[config.mk]
export PLATFORM = sky130hd
export DESIGN_NAME = ovp_window_detect
export DESIGN_NICKNAME = d
export VERILOG_FILES = /design/src/rtl/ovpq_pkg.sv /design/src/rtl/ovpq_threshold.sv /design/src/rtl/ovpq_window.sv /design/src/rtl/ovpq_qualify.sv /design/src/rtl/ovp_window_detect.sv
export SDC_FILE = /design/constraint.sdc
export NUM_CORES = 1
export LEC_CHECK = 0
export BUFFER_PORTS_ARGS = -buffer_cell sky130_fd_sc_hd__buf_4
export CELL_PAD_IN_SITES_DETAIL_PLACEMENT = 2
export CELL_PAD_IN_SITES_GLOBAL_PLACEMENT = 2
export CORE_AREA = 3 3 145 147
export CTS_CLUSTER_DIAMETER = 30
export CTS_CLUSTER_SIZE = 14
export DETAILED_ROUTE_END_ITERATION = 7
export DIE_AREA = 0 0 148 150
export PLACE_DENSITY_LB_ADDON = 0.1
export SYNTH_ARGS = -nofsm -noshare
export SYNTH_HDL_FRONTEND = slang
export SYNTH_SLANG_ARGS = --single-unit
[constraint.sdc]
create_clock -name clk -period 6.5 [get_ports clk]
set_clock_uncertainty 0.1 [all_clocks]
set_input_delay 1.625 -clock clk [delete_from_list [all_inputs] [get_ports clk]]
set_output_delay 1.625 -clock clk [all_outputs]
set_load 0.01 [all_outputs]
[src/rtl/ovpq_pkg.sv]
package ovpq_pkg;
    localparam int ADC_W      = 12;
    localparam int SET_W      = 5;
    localparam int NEED_W     = 2;
    localparam int CFG_W      = 8;
    localparam int SET_LSB    = 3;
    localparam int NEED_LSB   = 0;
    localparam int SPARE_BIT  = 2;
    localparam int LIM_OFFSET = 89;
    localparam int LIM_SHIFT  = 7;

    typedef struct packed {
        logic [SET_W-1:0]  setting;
        logic [NEED_W-1:0] need;
    } ovp_cfg_t;
endpackage

[src/rtl/ovpq_threshold.sv]
module ovpq_threshold #(
    parameter int ADC_W      = ovpq_pkg::ADC_W,
    parameter int SET_W      = ovpq_pkg::SET_W,
    parameter int LIM_OFFSET = ovpq_pkg::LIM_OFFSET,
    parameter int LIM_SHIFT  = ovpq_pkg::LIM_SHIFT
) (
    input  logic [SET_W-1:0] setting,
    output logic [ADC_W-1:0] limit
);
    localparam int BASE_W = SET_W + 8;
    localparam int PROD_W = BASE_W + ADC_W;

    logic [BASE_W-1:0] base;
    logic [PROD_W-1:0] scaled;
    logic [PROD_W-1:0] shifted;

    // fraction of full scale: (offset + setting) / 2^LIM_SHIFT, times 2^ADC_W
    always_comb begin
        base    = BASE_W'(LIM_OFFSET) + BASE_W'(setting);
        scaled  = PROD_W'(base) << ADC_W;
        shifted = scaled >> LIM_SHIFT;
        limit   = ADC_W'(shifted);
    end
endmodule

[src/rtl/ovpq_window.sv]
module ovpq_window #(
    parameter int ADC_W      = ovpq_pkg::ADC_W,
    parameter int WIN_CYCLES = 10000
) (
    input  logic             clk,
    input  logic             rst_n,
    input  logic             restart,
    input  logic             smp_valid,
    input  logic [ADC_W-1:0] smp_data,
    input  logic [ADC_W-1:0] limit,
    output logic             win_done,
    output logic             win_over
);
    localparam int TMR_W = (WIN_CYCLES > 1) ? $clog2(WIN_CYCLES) : 1;
    localparam int CNT_W = $clog2(WIN_CYCLES + 1);
    localparam int SUM_W = ADC_W + CNT_W;
    localparam logic [TMR_W-1:0] LAST = TMR_W'(WIN_CYCLES - 1);

    typedef struct packed {
        logic [TMR_W-1:0] tmr;
        logic [SUM_W-1:0] sum;
        logic [CNT_W-1:0] cnt;
        logic             done;
        logic             over;
    } win_st_t;

    win_st_t st_d, st_q;
    logic [SUM_W-1:0] add_v;
    logic [SUM_W-1:0] sum_f;
    logic [CNT_W-1:0] cnt_f;
    logic [SUM_W-1:0] bound;

    always_comb begin
        st_d      = st_q;
        st_d.done = 1'b0;
        st_d.over = 1'b0;
        add_v     = smp_valid ? SUM_W'(smp_data) : '0;
        sum_f     = st_q.sum + add_v;
        cnt_f     = st_q.cnt + CNT_W'(smp_valid);
        bound     = SUM_W'(limit) * SUM_W'(cnt_f);
        if (restart) begin
            st_d.tmr = '0;
            st_d.sum = '0;
            st_d.cnt = '0;
        end else if (st_q.tmr == LAST) begin
            st_d.done = 1'b1;
            st_d.over = (cnt_f != '0) && (sum_f > bound);
            st_d.tmr  = '0;
            st_d.sum  = '0;
            st_d.cnt  = '0;
        end else begin
            st_d.tmr = st_q.tmr + 1'b1;
            st_d.sum = sum_f;
            st_d.cnt = cnt_f;
        end
    end

    always_ff @(posedge clk or negedge rst_n) begin
        if (!rst_n) st_q <= '0;
        else        st_q <= st_d;
    end

    assign win_done = st_q.done;
    assign win_over = st_q.over;
endmodule

[src/rtl/ovpq_qualify.sv]
module ovpq_qualify #(
    parameter int NEED_W = ovpq_pkg::NEED_W
) (
    input  logic              clk,
    input  logic              rst_n,
    input  logic              clr,
    input  logic              restart,
    input  logic              win_done,
    input  logic              win_over,
    input  logic [NEED_W-1:0] need,
    output logic              flag,
    output logic [NEED_W-1:0] run_len
);
    localparam logic [NEED_W:0] RUN_MAX = {1'b0, {NEED_W{1'b1}}};

    typedef struct packed {
        logic [NEED_W-1:0] run;
        logic              flag;
    } q_st_t;

    q_st_t st_d, st_q;
    logic [NEED_W:0] run_nx;
    logic [NEED_W:0] need_n;

    always_comb begin
        st_d   = st_q;
        run_nx = {1'b0, st_q.run} + 1'b1;
        need_n = {1'b0, need} + 1'b1;
        if (clr) begin
            st_d.run  = '0;
            st_d.flag = 1'b0;
        end else if (restart) begin
            st_d.run = '0;
        end else if (win_done) begin
            if (win_over) begin
                st_d.run = (run_nx > RUN_MAX) ? st_q.run : run_nx[NEED_W-1:0];
                if (run_nx >= need_n) st_d.flag = 1'b1;
            end else begin
                st_d.run = '0;
            end
        end
    end

    always_ff @(posedge clk or negedge rst_n) begin
        if (!rst_n) st_q <= '0;
        else        st_q <= st_d;
    end

    assign flag    = st_q.flag;
    assign run_len = st_q.run;
endmodule

[src/rtl/ovp_window_detect.sv]
module ovp_window_detect #(
    parameter int WIN_CYCLES = 10000,
    parameter int ADC_W      = ovpq_pkg::ADC_W,
    parameter int CFG_W      = ovpq_pkg::CFG_W
) (
    input  logic             clk,
    input  logic             rst_n,
    input  logic             smp_valid,
    input  logic [ADC_W-1:0] smp_data,
    input  logic             cfg_we,
    input  logic [CFG_W-1:0] cfg_wdata,
    input  logic             ovp_clr,
    output logic             ovp_flag
);
    import ovpq_pkg::*;

    ovp_cfg_t          cfg_d, cfg_q;
    logic [ADC_W-1:0]  limit;
    logic              win_done;
    logic              win_over;
    logic              win_restart;
    logic [NEED_W-1:0] run_len;
    logic              cfg_spare_unused;

    assign cfg_spare_unused = cfg_wdata[SPARE_BIT];

    always_comb begin
        cfg_d = cfg_q;
        if (cfg_we) begin
            cfg_d.setting = cfg_wdata[SET_LSB +: SET_W];
            cfg_d.need    = cfg_wdata[NEED_LSB +: NEED_W];
        end
    end

    always_ff @(posedge clk or negedge rst_n) begin
        if (!rst_n) cfg_q <= '0;
        else        cfg_q <= cfg_d;
    end

    assign win_restart = cfg_we | ovp_clr;

    ovpq_threshold #(
        .ADC_W     (ADC_W),
        .SET_W     (SET_W),
        .LIM_OFFSET(LIM_OFFSET),
        .LIM_SHIFT (LIM_SHIFT)
    ) u_thr (
        .setting(cfg_q.setting),
        .limit  (limit)
    );

    ovpq_window #(
        .ADC_W     (ADC_W),
        .WIN_CYCLES(WIN_CYCLES)
    ) u_win (
        .clk      (clk),
        .rst_n    (rst_n),
        .restart  (win_restart),
        .smp_valid(smp_valid),
        .smp_data (smp_data),
        .limit    (limit),
        .win_done (win_done),
        .win_over (win_over)
    );

    ovpq_qualify #(
        .NEED_W(NEED_W)
    ) u_qual (
        .clk     (clk),
        .rst_n   (rst_n),
        .clr     (ovp_clr),
        .restart (cfg_we),
        .win_done(win_done),
        .win_over(win_over),
        .need    (cfg_q.need),
        .flag    (ovp_flag),
        .run_len (run_len)
    );
endmodule

==> impl_results.md <==
* Depth of the CTS H-tree at 3
* Critical Path AT at 8.16 ns
* Drt drc at 0
* Cts hold-fix bufs at 0
* Max-slew headroom at around a third
* Max_cap viols at 0
* Crit start category: input pin
* Initial core utilization at 36.32%
* Iter 0 DRT Violations at approximately 220
* Core area at 0.02004 mm^2
* Worst-path maximum fanout at 6
* Critical path type: input pin to flop
* Layout cells sized above 1 at 30.20%
* Setup TNS at -1.492 ns
* Pins over their slew limit at 0
* First-pass GRT wire length at 43.07 mm
* Pre-CTS setup slack at -1.832 ns
* Pleak at between 4 and 5 nW
* Drt via density at 5.456
* Fmax at ~130 MHz
* Post-synthesis net count at around 980
* Num CTS Buffers at 9
* Commonest non-fill, non-tap cell in the layout: buf_4
* YS warnings at 0
* Period utilization at 122.9%
* RSZ-0062 raised after global routing: yes
* Post-Synthesis Cell Area at slightly above 0.007 mm^2
* Status: finished, violations left
* Port Buffers at 24
* Largest net degree at the start of global routing at 67
* Maximum VDD drop at 109.0 uV
* PwrDens at between 100 and 150 mW/mm^2
* Synth cell types at 59
* Layout area overhead at 34.35%
* Final setup viols at 1
* Commonest cells after routing, fill and taps aside: buf_4 (161), nor2_1 (96), inv_1 (80)
* I/O pins at 26
* FF+latch count, synth at 66
* # rows at 52
* Synth Area per Inst at around 9 um^2
* Failing checks: setup timing
* 1st-pass router iterations at 4
* Placer Congestion at ~0.80
* Final worst slack at -1.492 ns
* Post-route ant nets at 0
* Endpoint type of the worst setup path: flop
* Post-synth EDFFs at 0
* Hold Vio Cnt, Final at 0
* # diodes at 0
* Async set-reset flop share out of synthesis at 100.0%
* Net count, final at around 1100
* CP peak stage delay at approximately 0.64 ns
* Worst-skew pair later-pin latency at between 0.3 and 0.4 ns
* Number of global-route vias before repair at just under 8000
* Worst path bufs/invs at 4
* Total GRT Usage at about a quarter
* Worst EP required at roughly 6.7 ns
* CTS max path bufs at 2
* Worst Max-Slew Pin Slew at 0.9656 ns
* Post-synthesis sequential area ratio at 22.69%
* Via count at slightly below 7000
* Detailed Route WL at between 30 and 40 mm
* Detail Placement HPWL at approximately 18 mm
* CTS sink cnt at 66
* CTS tree: built
* Gr ovfl total at 0
* Initial antenna violation count at 0
* Die ar. at approximately 0.022 mm^2
* DR WL/cell at roughly 24 um
* Clock Tree Root: clkbuf_16
* Minimum clock period at roughly 8 ns
* Slowest CP cell: fa_2
* Ys flop type: dfrtp_1
* Clock slew at reported path FFs at ~0.070 ns
* Cells after Synth at 811
* Delay-heaviest family, CP: adder cells
* Die Span X at 148 um
* Chip Height at around 150 um
* Worst hold path type: flop to flop
## where the power goes
part / internal (mW) / switching (mW) / total [mW] / leakage, nW
clock: 0.316 / 0.204 / 0.520 / 0.148
sequential: 0.419 / 0.00835 / 0.428 / 0.902
combinational: 0.114 / 0.171 / 0.285 / 3.89
total: 0.849 / 0.384 / 1.23 / 4.93
## layer usage
metal  wire length (um)  vias to the layer above  track usage, %
met5                  0                        -               0
met4               1674                        0           10.39
met3                896                       83           3.392
met2              16320                      141           47.91
met1              11540                     3553           27.61
li1                   -                     3043               -
## Yosys cell counts (all sizes together) (20+ instances only)
cell type	count	area share [%]
a21o	20	2.1
a21oi	40	2.8
and2	32	2.8
dfrtp	66	23
fa	60	17
ha	82	14
inv	86	4.4
nand2	51	2.6
nor2	112	5.8
xnor2	29	3.6
xor2	31	3.7
## stage by stage
step	cells	area [um^2]	utilization [%]	hold WS [ns]	power, mW
3_3_place_gp	1200	8847	44.15	0.3793	0.6707
3_5_place_dp	1200	8847	44.15	0.3920	0.6842
5_1_grt	1250	9778	48.80	0.4453	1.288
2_1_floorplan	811	7569	-	0.3535	0.5759
4_1_cts	1239	9572	47.76	0.4018	1.209
6_report	1250	9778	48.80	0.4067	1.233
## timing repair
| item | CTS | global route |
|---|---|---|
| setup endpoints to repair | 1 | 1 |
| buffers inserted | 24 | 11 |
| gates resized for setup | 50 | 26 |
| pin swaps | 61 | 31 |
## path summary, 6_finish.rpt
kind | from | to | slack [ns] | cells past startpoint
hold / removal | u_win.st_q[42]$_DFF_PN0_ | u_win.st_q[42]$_DFF_PN0_ | 0.41 | 1
max in group asynchronous | rst_n | u_win.st_q[5]$_DFF_PN0_ | 4.40 | 1
min in group asynchronous | rst_n | u_win.st_q[22]$_DFF_PN0_ | 1.28 | 1
hold reg to reg | u_win.st_q[42]$_DFF_PN0_ | u_win.st_q[42]$_DFF_PN0_ | 0.41 | 1
setup / recovery | smp_valid | u_win.win_over$_DFF_PN0_ | -1.49 | 28
setup reg to reg | u_win.st_q[2]$_DFF_PN0_ | u_win.win_over$_DFF_PN0_ | -0.54 | 27
## flip-flops by register name, indices dropped and copies added (netlist names)
name,cells
u_win.st_q,54
cfg_q,7
u_qual.run_len,2
u_qual.flag,1
u_win.win_done,1
u_win.win_over,1
## kinds of logic (layout without fill, tap and decap cells)
logic type	after synthesis	in the layout	synth area share [%]
AOI/OAI and AO/OA	120	120	11.21
xor gates and xnor gates	60	60	7.323
adders and majority gates	142	142	30.60
buffers and inverters	101	270	5.329
DFF	66	66	22.69
muxes	8	8	1.203
and+or+nand+nor	314	314	21.64
## layout make-up
class	count	area, um^2
Clock buffer	11	252.7
Tap cell	270	337.8
Fill cell	2209	10260
Inverter	86	322.8
Multi-Input combinational cell	644	5851
Clock inverter	4	51.30
Sequential cell	66	1652
Timing Repair Buffer	169	1311
Power figures use the tool's default switching activity.
